===== src/rtl/fpt_pkg.sv =====
package fpt_pkg;
  typedef enum logic [1:0] {
    ST_IDLE   = 2'b00,
    ST_FIRST  = 2'b01,
    ST_SECOND = 2'b10,
    ST_THIRD  = 2'b11
  } pulse_st_t;

  typedef enum logic [1:0] {
    PR_IDLE = 2'b00,
    PR_FIRE = 2'b01,
    PR_WAIT = 2'b10
  } press_st_t;
endpackage


===== src/rtl/fpt_sync.sv =====
module fpt_sync #(
  parameter int STAGES = 2
) (
  input  logic clk,
  input  logic rst,
  input  logic d_async,
  output logic q_sync
);
  logic [STAGES-1:0] chain_q;

  always_ff @(posedge clk) begin
    if (rst) begin
      chain_q <= '0;
    end else begin
      chain_q[0] <= d_async;
      for (int i = 1; i < STAGES; i++) begin
        chain_q[i] <= chain_q[i-1];
      end
    end
  end

  assign q_sync = chain_q[STAGES-1];
endmodule


===== src/rtl/fpt_press.sv =====
module fpt_press
  import fpt_pkg::*;
(
  input  logic clk,
  input  logic rst,
  input  logic level,
  output logic req
);
  press_st_t st_q, st_d;

  always_comb begin
    st_d = st_q;
    case (st_q)
      PR_IDLE: if (level) st_d = PR_FIRE;
      PR_FIRE: st_d = level ? PR_WAIT : PR_IDLE;
      PR_WAIT: if (!level) st_d = PR_IDLE;
      default: st_d = PR_IDLE;
    endcase
  end

  always_ff @(posedge clk) begin
    if (rst) st_q <= PR_IDLE;
    else     st_q <= st_d;
  end

  assign req = (st_q == PR_FIRE);

  AST_REQ_SINGLE: assert property (@(posedge clk) disable iff (rst)
    req |=> !req);
  AST_HELD_SILENT: assert property (@(posedge clk) disable iff (rst)
    (st_q == PR_WAIT && level) |=> !req);
endmodule


===== src/rtl/fpt_ctrl.sv =====
module fpt_ctrl
  import fpt_pkg::*;
(
  input  logic clk,
  input  logic rst,
  input  logic req,
  output logic pulse
);
  pulse_st_t st_q, st_d;
  logic      out_q, out_d;

  always_comb begin
    case (st_q)
      ST_IDLE:   st_d = req ? ST_FIRST : ST_IDLE;
      ST_FIRST:  st_d = ST_SECOND;
      ST_SECOND: st_d = ST_THIRD;
      default:   st_d = ST_IDLE;
    endcase
    out_d = (st_d != ST_IDLE);
  end

  always_ff @(posedge clk) begin
    if (rst) begin
      st_q  <= ST_IDLE;
      out_q <= 1'b0;
    end else begin
      st_q  <= st_d;
      out_q <= out_d;
    end
  end

  assign pulse = out_q;

  AST_OUT_TRACKS_STATE: assert property (@(posedge clk) disable iff (rst)
    out_q == (st_q != ST_IDLE));
  AST_START_ON_REQ: assert property (@(posedge clk) disable iff (rst)
    (st_q == ST_IDLE && req) |=> st_q == ST_FIRST);
  AST_IDLE_WAITS: assert property (@(posedge clk) disable iff (rst)
    (st_q == ST_IDLE && !req) |=> st_q == ST_IDLE);
  AST_FIRST_STEP: assert property (@(posedge clk) disable iff (rst)
    (st_q == ST_FIRST) |=> st_q == ST_SECOND);
  AST_SECOND_STEP: assert property (@(posedge clk) disable iff (rst)
    (st_q == ST_SECOND) |=> st_q == ST_THIRD);
  AST_THIRD_ENDS: assert property (@(posedge clk) disable iff (rst)
    (st_q == ST_THIRD) |=> (st_q == ST_IDLE && !out_q));
endmodule


===== src/rtl/fixed_pulse_timer.sv =====
module fixed_pulse_timer #(
  parameter int SYNC_STAGES = 2
) (
  input  logic clk,
  input  logic rst,
  input  logic btn_async,
  output logic pulse_out
);
  logic btn_sync;
  logic press_req;

  fpt_sync #(.STAGES(SYNC_STAGES)) u_sync (
    .clk     (clk),
    .rst     (rst),
    .d_async (btn_async),
    .q_sync  (btn_sync)
  );

  fpt_press u_press (
    .clk   (clk),
    .rst   (rst),
    .level (btn_sync),
    .req   (press_req)
  );

  fpt_ctrl u_ctrl (
    .clk   (clk),
    .rst   (rst),
    .req   (press_req),
    .pulse (pulse_out)
  );

  AST_RESET_CLEARS: assert property (@(posedge clk)
    rst |=> !pulse_out);
endmodule


===== config.mk =====
export PLATFORM = sky130hd
export DESIGN_NAME = fixed_pulse_timer
export DESIGN_NICKNAME = d
export VERILOG_FILES = /design/src/rtl/fpt_pkg.sv /design/src/rtl/fpt_sync.sv /design/src/rtl/fpt_press.sv /design/src/rtl/fpt_ctrl.sv /design/src/rtl/fixed_pulse_timer.sv
export SDC_FILE = /design/constraint.sdc
export NUM_CORES = 1
export LEC_CHECK = 0
export ABC_AREA = 1
export BUFFER_PORTS_ARGS = -buffer_cell sky130_fd_sc_hd__buf_4
export CAP_MARGIN = 25
export CORE_AREA = 4 4 41 43
export CTS_CLUSTER_DIAMETER = 50
export DETAILED_ROUTE_END_ITERATION = 7
export DIE_AREA = 0 0 45 47
export PLACE_DENSITY = 0.31
export SETUP_SLACK_MARGIN = 0.02
export SYNTH_ARGS = -nofsm -noshare
export SYNTH_HDL_FRONTEND = slang
export SYNTH_SLANG_ARGS = --single-unit

===== constraint.sdc =====
create_clock -name clk -period 1.6 [get_ports clk]
set_input_delay 0.4 -clock clk [delete_from_list [all_inputs] [get_ports clk]]
set_output_delay 0.4 -clock clk [all_outputs]
set_load 0.05 [all_outputs]

* Yosys cells after proc, flatten, opt, wreduce, memory -nomap -nowiden
Cells that the tools add are included.
Word-level totals: register bits 7, output and inout bits 1, word-level logic and storage cells 20
Operators by class: equality and inequality tests 6, mux-type cells 6, reductions and logical operators 4
Operators by type and width (number):
- 2-bit one-hot mux with 3 select lines | 2
- 2-bit 2-to-1 mux | 3
- 2-bit by 1-bit equality test with 1-bit output, second input constant | 2
- 2-bit equality test, second input constant | 2
- 2-bit zero test | 2
- 2-bit != test, second input constant | 2
- 2-bit AND reduction | 1
- 2-bit nonzero test | 1
- 1-bit 2-to-1 mux | 1

* Longest topological paths before layout
Gate-level depths: netlist of run 1.
depth in word-level cells 4, mapped depth 6, gate-level depth less buffers 6

* Hierarchy
From an unflattened synthesis of run 1, not the netlist that was laid out.
Unflattened totals: cells, all modules 33, area total of the unflattened synthesis 255.2 µm²
By module, submodules not included:
- fpt_ctrl | times used 1, cells each 15, area an instance 115.1 µm²
- fpt_press | times used 1, cells each 12, area an instance 85.1 µm²
- fpt_sync | times used 1, cells each 6, area an instance 55.1 µm²

* Worst setup path before layout of run 1
OpenSTA, ideal clock, no wires.
path type register to output, start reg u_ctrl.out_q, in the netlist u_ctrl.pulse, end out pulse_out, arrival time 587 ps, setup slack 613 ps, cell stages (with the launch flop) 1, buffers on the path 0, path through dfxtp_1
RTL lines:
- start, declared | RTL line fpt_ctrl.sv:10 | logic out_q, out_d;
- start signal, assigned | RTL line fpt_ctrl.sv:28 | out_q <= out_d;
- end, declared | RTL line fixed_pulse_timer.sv:7 | output logic pulse_out
No word-level cell between the ends.

* Worst setup path after layout of run 1
start reg u_ctrl.out_q, in the netlist u_ctrl.pulse, end out pulse_out
No word-level cell between the ends.

==> results.sh, run 1 <==
export IMPL_p_leak_nw=0.157
export IMPL_cp_arrival_ns=0.73
export IMPL_post_place_ws_ns=0.698
export IMPL_required_ns=1.20
export IMPL_fp_dieW_um=45
export IMPL_ir_drop_v=0.000376
export IMPL_ctsHoldBuffers=0
export IMPL_drive_gt1_share_pct=19.4
export IMPL_setup_viol=0
export IMPL_core_mm2=0.00130
export IMPL_ys_warn_count=0
export IMPL_grt_overflow=0
export IMPL_place_area_um2=285
export IMPL_dieHeight_um=47
export IMPL_syn2layout_area_growth_pct=27.7
export IMPL_grt_use_total_pct=4.35
export IMPL_finalHoldViolCount=0
export IMPL_clk_latency_ns=0.24
export IMPL_clock_sinks=7
export IMPL_drt_first_pass_iters=2
export IMPL_diodes=0
export IMPL_wl_per_cell_um=6.39
export IMPL_layout_nets=41
export IMPL_synth_top_area_share_pct=57.4
export IMPL_start_util_pct=18.8
export IMPL_grt_max_degree=5
export IMPL_gp_congestion=0.639
export IMPL_hold_class="in -> reg"
export IMPL_worstSetupStartpointType="flip-flop"
export IMPL_post_route_min_period_ns=1.13
export IMPL_crit_buf_inv=1
export IMPL_ys_types=9
export IMPL_status="finished clean"
export IMPL_syn_area_um2=244
export IMPL_routed_wl_um=326
export IMPL_crit_family="flip-flops"
export IMPL_ys_seq_area_share_pct=57.4
export IMPL_drtIter0Drc=1
export IMPL_max_slew_margin_rel_pct=91.3
export IMPL_post_dp_hpwl_um=274
export IMPL_tritoncts="built"
export IMPL_cp_end_kind="output pin"
export IMPL_design_area_um2=312
export IMPL_numCtsBuffers=3
export IMPL_synthCells=29
export IMPL_clkTransAtPathRegs_ns=0.05
export IMPL_cts_resized=0
export IMPL_critPathKind="reg -> out"
export IMPL_synth_seq_cells=7
export IMPL_rsz0062_at_grt="false"
export IMPL_vias=186
export IMPL_cellPowerDensity_mw_per_mm2=1180
export IMPL_maxCapViolCount=0
export IMPL_synth_area_leader_cell="dfxtp_1"
export IMPL_finalClockSkew_ns=0.000465
export IMPL_portBuffers=3
export IMPL_drtAntennaViolNets=0
export IMPL_cp_max_fo=1
export IMPL_slowest_stage="dfxtp_1"
export IMPL_vias_per_cell=3.65
export IMPL_num_rows=13
export IMPL_syn_nets=33
export IMPL_clockRootBuffer="clkbuf_4"
export IMPL_antenna_found_initial=0
export IMPL_setup_ws_ns=0.465
export IMPL_clock_path_buffers=2
export IMPL_crit_chain="buf_4"
export IMPL_synth_area_top_cells="dfxtp_1 57%, inv_1 12%, nand2_1 9.2%"
export IMPL_grt_pass1_vias=154
export IMPL_grt_pass1_wl_um=517
export IMPL_tightestPinTransition_ns=0.129
export IMPL_final_period_utilization_pct=70.9
export IMPL_die_area_mm2=0.00212
export IMPL_slew_violations=0
export IMPL_cts_setup_buffers=0
export IMPL_ios=4
export IMPL_fmax_ghz=0.881
export IMPL_syn_area_per_cell_um2=8.41
export IMPL_slowest_delay_ns=0.30
export IMPL_setup_tns_ns=0
export IMPL_cts_htree_levels=1
export IMPL_drc=0
[power breakdown]
part	switching [W]	internal, W	leakage, nW
clock	0.0000595	0.0000948	0.0150
sequential	0.00000276	0.000182	0.0571
combinational	0.0000174	0.0000110	0.0853
total	0.0000797	0.000288	0.157
[cells in the mapped netlist (all sizes together)]
| cell type | instances |
|---|---|
| nand2 | 6 |
| inv | 8 |
| nand3 | 1 |
| nor2 | 3 |
| ha | 1 |
| nor3 | 1 |
| a21oi | 1 |
| nor3b | 1 |
| dfxtp | 7 |
[logic make-up (layout without fill, tap and decap cells)]
| kind of cell | Yosys count | after routing | share of synthesized area [%] |
|---|---|---|---|
| and+or+nand+nor | 12 | 12 | 23.1 |
| DFF | 7 | 7 | 57.4 |
| buffers and inverters | 8 | 15 | 12.3 |
| adders and majority gates | 1 | 1 | 5.13 |
| AOI/OAI and AO/OA | 1 | 1 | 2.05 |
[cells in the final DEF (no fill, tap or decap), drive strengths merged]
| master | Yosys | routed |
|---|---|---|
| ha | 1 | 1 |
| a21oi | 1 | 1 |
| dfxtp | 7 | 7 |
| nand2 | 6 | 6 |
| nor3 | 1 | 1 |
| nand3 | 1 | 1 |
| inv | 8 | 8 |
| clkbuf | 0 | 4 |
| nor2 | 3 | 3 |
| nor3b | 1 | 1 |
| buf | 0 | 3 |
[worst register-to-register path, stage by stage (launching register included)]
cell and delay [ns]:
dfxtp_1 0.32, inv_1 0.04, ha_1 0.28, nand2_1 0.09, nand2_1 0.05
[routing by layer]
metal	vias to the layer above	GRT usage, %	share of wire [%]
met5	-	0	0
met4	0	7.02	0
met3	0	4.60	8.9
met2	4	4.80	44
met1	82	3.20	46
li1	100	-	-
[metrics by stage]
step	hold slack, ns	power (W)	util (%)	cells
finish	0.336	0.000368	23.9	51
global route	0.340	0.000392	23.9	51
CTS	0.329	0.000379	23.9	51
detailed placement	0.395	0.000218	21.9	47
global placement	0.397	0.000217	21.9	47
floorplan	0.388	0.000207	-	29
[path summary, 6_finish.rpt]
path / start / cells past startpoint / slack (ns) / to
setup / recovery: u_ctrl.pulse$_SDFF_PP0_ / 1 / 0.47 / pulse_out
hold / removal: rst / 2 / 0.34 / u_sync.chain_q[0]$_SDFF_PP0_
setup reg to reg: u_ctrl.st_q[0]$_SDFF_PP0_ / 4 / 0.70 / u_ctrl.pulse$_SDFF_PP0_
hold reg to reg: u_sync.chain_q[0]$_SDFF_PP0_ / 2 / 0.40 / u_sync.chain_q[1]$_SDFF_PP0_
[flip-flops by register name (all words and copies together) (netlist names)]
register / count
u_sync.chain_q: 2
u_ctrl.st_q: 2
u_ctrl.pulse: 1
u_press.st_q: 2
[area by class of cell]
type                            instances  area [um^2]
Sequential cell                         7          140
Tap cell                               15         18.8
Inverter                                8         30.0
Multi-Input combinational cell         14         73.8
Clock buffer                            4         26.3
Timing Repair Buffer                    3         22.5
Fill cell                             156          990
(Power assumes the default switching activity.)
==> run 2: changes to the inputs <==
--- a/config.mk
+++ b/config.mk
@@ -5,7 +5,7 @@
 export SDC_FILE = /design/constraint.sdc
 export NUM_CORES = 1
 export LEC_CHECK = 0
-export ABC_AREA = 1
+export ABC_AREA = 0
 export BUFFER_PORTS_ARGS = -buffer_cell sky130_fd_sc_hd__buf_4
 export CAP_MARGIN = 25
 export CORE_AREA = 4 4 41 43
==> constraint.sdc (replaced) <==
create_clock -name clk -period 1 [get_ports clk]
set_input_delay 0.25 -clock clk [delete_from_list [all_inputs] [get_ports clk]]
set_output_delay 0.25 -clock clk [all_outputs]
set_load 0.05 [all_outputs]
==> run 2 against run 1 <==
Final area fell by 0.80%. Utilization fell by 0.19 points. Sequential share of layout area rose by 0.77 points. Die area did not move. Sequential power rose by 63%. Global-route usage rose by 0.24 points. First-iteration DRC count rose by 100%. Clock power rose by 62%. Combinational power rose by 97%. Critical path depth did not move. Non-clock buffer count did not move. Critical endpoint unchanged.
==> results.sh, run 2 <==
export IMPL_status="finished clean"
export IMPL_synth_top_area_share_pct=60.2
export IMPL_rsz0062_at_grt="true"
export IMPL_synthFlopType="dfxtp_1"
export IMPL_finalClockSkew_ns=0.00262
export IMPL_clock_sinks=7
export IMPL_routed_wl_um=364
export IMPL_ys_types=11
export IMPL_cp_max_fo=1
export IMPL_tightestPinTransition_ns=0.147
export IMPL_top_regs="u_ctrl.st_q (2), u_press.st_q (2), u_sync.chain_q (2)"
export IMPL_clkTransAtPathRegs_ns=0.05
export IMPL_ys_seq_area_share_pct=60.2
export IMPL_synth_edf_count=0
export IMPL_portBuffers=3
export IMPL_crit_family="flip-flops"
export IMPL_nFillCells=151
export IMPL_crit_buf_inv=1
export IMPL_synth_common_cells="7 x dfxtp_1, 3 x inv_1, 2 x nand2b_1, 2 x nor2_1, 2 x nor2b_1"
export IMPL_seqCellArea_um2=141
export IMPL_required_ns=0.75
export IMPL_wl_per_cell_um=8.27
export IMPL_vias_per_cell=3.84
export IMPL_cts_setup_buffers=0
export IMPL_multiInputGateArea_um2=81.3
export IMPL_fp_dieW_um=45
export IMPL_core_mm2=0.00130
export IMPL_synth_area_leader_cell="dfxtp_1"
export IMPL_ir_drop_v=0.000561
export IMPL_synth_area_top_cells="dfxtp_1 60%, ha_1 5.4%, nand2b_1 5.4%"
export IMPL_ys_warn_count=0
export IMPL_syn_area_um2=233
export IMPL_num_rows=13
export IMPL_critPathKind="reg -> out"
export IMPL_wl_met1_um=156
export IMPL_syn_area_per_cell_um2=10.6
export IMPL_final_period_utilization_pct=96.4
export IMPL_syn2layout_area_growth_pct=32.8
export IMPL_finalHoldViolCount=0
export IMPL_start_util_pct=17.9
export IMPL_whs_ns=0.200
export IMPL_hold_class="in -> reg"
export IMPL_cts_resized=3
export IMPL_ios=4
export IMPL_slew_violations=0
export IMPL_dr_wl_met2_um=159
export IMPL_post_route_min_period_ns=0.964
export IMPL_numCtsBuffers=3
export IMPL_grt_use_total_pct=4.60
export IMPL_dieHeight_um=47
export IMPL_tritoncts="built"
export IMPL_cellPowerDensity_mw_per_mm2=1960
export IMPL_layout_nets=34
export IMPL_top_layer_used="met4"
export IMPL_clockRootBuffer="clkbuf_4"
export IMPL_mostFrequentLayoutCells="6 x dfxtp_1, 3 x inv_1, 3 x clkbuf_4"
export IMPL_crit_chain="buf_8"
export IMPL_fmax_ghz=1.04
export IMPL_gp_congestion=0.626
export IMPL_post_dp_hpwl_um=281
export IMPL_maxCapViolCount=0
export IMPL_synth_seq_cells=7
export IMPL_drc=0
export IMPL_setup_tns_ns=0
export IMPL_antenna_found_initial=0
export IMPL_slowest_stage="dfxtp_2"
export IMPL_grt_overflow=0
export IMPL_dr_wl_met3_um=27
export IMPL_cp_arrival_ns=0.71
export IMPL_ctsHoldBuffers=0
export IMPL_drt_first_pass_iters=2
export IMPL_die_area_mm2=0.00212
export IMPL_synthArstFlopShare_pct=0
export IMPL_worstSetupStartpointType="flip-flop"
export IMPL_setup_viol=0
export IMPL_drtAntennaViolNets=0
export IMPL_drive_gt1_share_pct=24.1
export IMPL_vias=169
export IMPL_rrSetupSlack_ns=0.07
export IMPL_synthCells=22
export IMPL_slowest_delay_ns=0.33
export IMPL_cts_htree_levels=1
export IMPL_diodes=0
export IMPL_cp_end_kind="output pin"
export IMPL_grt_pass1_wl_um=607
export IMPL_clk_latency_ns=0.25
export IMPL_final_common_cell="dfxtp_1"
export IMPL_max_slew_margin_rel_pct=90.1
export IMPL_p_leak_nw=0.115
export IMPL_grt_max_degree=7
export IMPL_syn_nets=26
export IMPL_drtIter0Drc=2
export IMPL_grt_pass1_vias=183
export IMPL_clock_path_buffers=2
export IMPL_yosysMostFrequentCell="dfxtp_1"
==> run 2: kinds of logic after synthesis <==
logic type | after synthesis | synth area share, %
AO/OA/AOI/OAI | 2 | 4.84
XOR/XNOR | 1 | 3.76
adder cells (fa/ha/maj) | 1 | 5.38
buffers and inverters | 3 | 4.84
flip-flops | 7 | 60.2
AND/OR/NAND/NOR | 8 | 21.0
==> run 2: routing by layer <==
layer | global-route usage, % | vias up
met1 | 3.44 | 76
met3 | 2.30 | 3
met5 | 0 | -
met2 | 7.06 | 7
met4 | 7.02 | 0
li1 | - | 83
==> run 2: power breakdown <==
part	switching, W	internal, W
registers	0.00000703	0.000294
logic	0.0000292	0.0000268
clock network	0.0000978	0.000152
==> run 2: final cells by class <==
cell class | instances | share of cell area [%]
clock buffers | 4 | 8.50
inverters | 3 | 3.64
multi-input cells | 12 | 26.3
flip-flops and latches | 7 | 45.7
well taps | 15 | 6.07
repair buffers | 3 | 9.72
==> run 2: per-stage QoR <==
stage                     power, W  utilization [%]  setup WS, ns  instances  area [um^2]
after CTS                 0.000619             23.8        0.0196         44          309
after global routing      0.000637             23.8       0.00522         44          309
after floorplan           0.000335                -         0.152         22          233
final                     0.000606             23.8        0.0357         44          309
after detailed placement  0.000355             21.1        0.0891         40          274
after global placement    0.000353             21.1         0.121         40          274
==> run 2: worst paths after layout <==
check                                from                      endpoint  depth (start not counted)
max               u_ctrl.pulse$_SDFF_PP0_                     pulse_out                          1
max reg2reg     u_ctrl.st_q[1]$_SDFF_PP0_       u_ctrl.pulse$_SDFF_PP0_                          4
min reg2reg  u_sync.chain_q[0]$_SDFF_PP0_  u_sync.chain_q[1]$_SDFF_PP0_                          1
min                                   rst       u_ctrl.pulse$_SDFF_PP0_                          2
==> run 3: changes to the inputs <==
--- a/config.mk
+++ b/config.mk
@@ -6,7 +6,7 @@
 export NUM_CORES = 1
 export LEC_CHECK = 0
 export ABC_AREA = 0
-export BUFFER_PORTS_ARGS = -buffer_cell sky130_fd_sc_hd__buf_4
+export BUFFER_PORTS_ARGS = -buffer_cell sky130_fd_sc_hd__buf_2
 export CAP_MARGIN = 25
 export CORE_AREA = 4 4 41 43
 export CTS_CLUSTER_DIAMETER = 50
==> run 3 against run 2 <==
Sequential share of layout area is 1.2 points higher. Power is 0.68% higher. Utilization is 0.19 points lower. Clock power is 2% higher. Register-to-register slack better by 0.02 ns. Global-route usage is 0.55 points higher. Via count is 4.1% lower. Hold slack better by 0.014 ns. Non-clock buffer count stayed put. Wire length is 1.1% lower. Worst setup slack worse by 0.0020 ns. Largest power group unchanged. Highest routed layer is now met3.
==> results.sh, run 3 (synthesized netlist as in run 2, its figures left out) <==
export IMPL_status="finished clean"
export IMPL_worstSetupEndpoint="pulse_out"
export IMPL_die_area_mm2=0.00212
export IMPL_numCtsBuffers=3
export IMPL_gp_congestion=0.641
export IMPL_fmax_ghz=1.03
export IMPL_core_mm2=0.00130
export IMPL_routed_wl_um=360
export IMPL_grt_pass1_wl_um=669
export IMPL_worstSetupStartpointType="flip-flop"
export IMPL_final_common_cell="dfxtp_1"
export IMPL_antenna_found_initial=0
export IMPL_worst_path_stages=1
export IMPL_drt_first_pass_iters=2
export IMPL_setup_viol=0
export IMPL_fin_cells=44
export IMPL_drive_gt1_share_pct=31.0
export IMPL_finalClockSkew_ns=0.00536
export IMPL_hold_class="in -> reg"
export IMPL_tritoncts="built"
export IMPL_fp_dieW_um=45
export IMPL_crit_chain="buf_8"
export IMPL_clock_sinks=7
export IMPL_power_frac_clock_pct=41.8
export IMPL_clock_path_buffers=2
export IMPL_slew_violations=0
export IMPL_grt_pass1_vias=174
export IMPL_rsz0062_at_grt="true"
export IMPL_required_ns=0.75
export IMPL_tightestPinTransition_ns=0.133
export IMPL_maxCapViolCount=0
export IMPL_p_leak_nw=0.114
export IMPL_grt_overflow=0
export IMPL_worstReg2RegEnd="u_ctrl.pulse$_SDFF_PP0_"
export IMPL_cp_arrival_ns=0.72
export IMPL_critPathLaunch="u_ctrl.pulse$_SDFF_PP0_"
export IMPL_layout_nets=34
export IMPL_syn2layout_area_growth_pct=31.7
export IMPL_portBuffers=3
export IMPL_slowest_stage="dfxtp_2"
export IMPL_p_int_w=0.000471
export IMPL_num_rows=13
export IMPL_p_sw_w=0.000139
export IMPL_wl_per_cell_um=8.18
export IMPL_vias=162
export IMPL_drc=0
export IMPL_timing_rr_start="u_ctrl.st_q[1]$_SDFF_PP0_"
export IMPL_cp_max_fo=1
export IMPL_crit_family="flip-flops"
export IMPL_grt_max_degree=7
export IMPL_final_period_utilization_pct=96.6
export IMPL_start_util_pct=17.9
export IMPL_combinationalPowerShare_pct=8.9
export IMPL_top_regs="u_ctrl.st_q (2), u_press.st_q (2), u_sync.chain_q (2)"
export IMPL_post_route_min_period_ns=0.966
export IMPL_ios=4
export IMPL_slowest_delay_ns=0.33
export IMPL_vias_per_cell=3.68
export IMPL_critPathKind="reg -> out"
export IMPL_design_area_um2=307
export IMPL_drtAntennaViolNets=0
export IMPL_clkTransAtPathRegs_ns=0.05
export IMPL_place_inst=40
export IMPL_rrSetupSlack_ns=0.09
export IMPL_setup_tns_ns=0
export IMPL_crit_buf_inv=1
export IMPL_dieHeight_um=47
export IMPL_grt_use_total_pct=5.15
export IMPL_switching_share_pct=22.8
export IMPL_max_slew_margin_rel_pct=91.0
export IMPL_ir_drop_v=0.000519
export IMPL_drtIter0Drc=1
export IMPL_mostFrequentLayoutCells="4 x dfxtp_1, 3 x inv_1, 3 x clkbuf_4, 3 x dfxtp_2"
export IMPL_power_frac_seq_pct=49.3
export IMPL_place_area_um2=267
export IMPL_clockRootBuffer="clkbuf_4"
export IMPL_cts_htree_levels=1
export IMPL_finalHoldViolCount=0
export IMPL_cp_end_kind="output pin"
export IMPL_reg2reg_depth=4
export IMPL_cellPowerDensity_mw_per_mm2=1990
export IMPL_clk_latency_ns=0.25
export IMPL_diodes=0
[run 3: through the flow]
step | utilization, % | total power [W] | hold slack, ns | worst slack, ns
2_1_floorplan | - | 0.000335 | 0.317 | 0.152
3_3_place_gp | 20.5 | 0.000348 | 0.422 | 0.122
3_5_place_dp | 20.5 | 0.000350 | 0.427 | 0.0849
4_1_cts | 23.1 | 0.000618 | 0.205 | 0.0233
5_1_grt | 23.6 | 0.000643 | 0.233 | 0.0157
6_report | 23.6 | 0.000610 | 0.213 | 0.0336
[run 3: how the worst min path moves through the flow]
stage	from	endpoint	cells after the start
detailed placement	u_sync.chain_q[0]$_SDFF_PP0_	u_sync.chain_q[1]$_SDFF_PP0_	1
CTS	btn_async	u_sync.chain_q[0]$_SDFF_PP0_	2
floorplan	rst	u_ctrl.st_q[1]$_SDFF_PP0_	1
global route	btn_async	u_sync.chain_q[0]$_SDFF_PP0_	2
finish	btn_async	u_sync.chain_q[0]$_SDFF_PP0_	2
global placement	u_sync.chain_q[0]$_SDFF_PP0_	u_sync.chain_q[1]$_SDFF_PP0_	1
[run 3: final cells by class]
cell class | count | area, um^2
Tap cell | 15 | 18.8
Inverter | 3 | 11.3
Clock buffer | 4 | 26.3
Timing Repair Buffer | 3 | 25.0
Fill cell | 150 | 995
Sequential cell | 7 | 144
Multi-Input combinational cell | 12 | 81.3
[run 3: power groups by stage]
stage          clock (W)  sequential [W]  combinational (W)
3_3_place_gp           0        0.000303          0.0000449
3_5_place_dp           0        0.000303          0.0000469
4_1_cts         0.000267        0.000299          0.0000519
2_1_floorplan          0        0.000316          0.0000191
6_report        0.000255        0.000301          0.0000541
5_1_grt         0.000281        0.000302          0.0000597
[run 3: what timing repair did]
item / in CTS / in global routing
pin swaps: 0 / 0
endpoints found under the setup margin: 1 / 2
hold buffers: 0 / 0
resized for setup: 3 / 3
gates cloned: 0 / 0
setup buffers: 0 / 0
[run 3: worst register-to-register path, cell delays in order, from the launching register on]
cell and delay (ns):
dfxtp_2 0.33, inv_1 0.04, ha_1 0.27, inv_1 0.07, a31oi_1 0.07
[run 3: per-layer routing]
metal	up-vias	global-route usage [%]	share of wire (%)
met3	0	3.45	8.1
met1	74	5.73	48
li1	84	-	-
met2	4	5.37	44
met5	-	0	0
met4	0	7.02	0
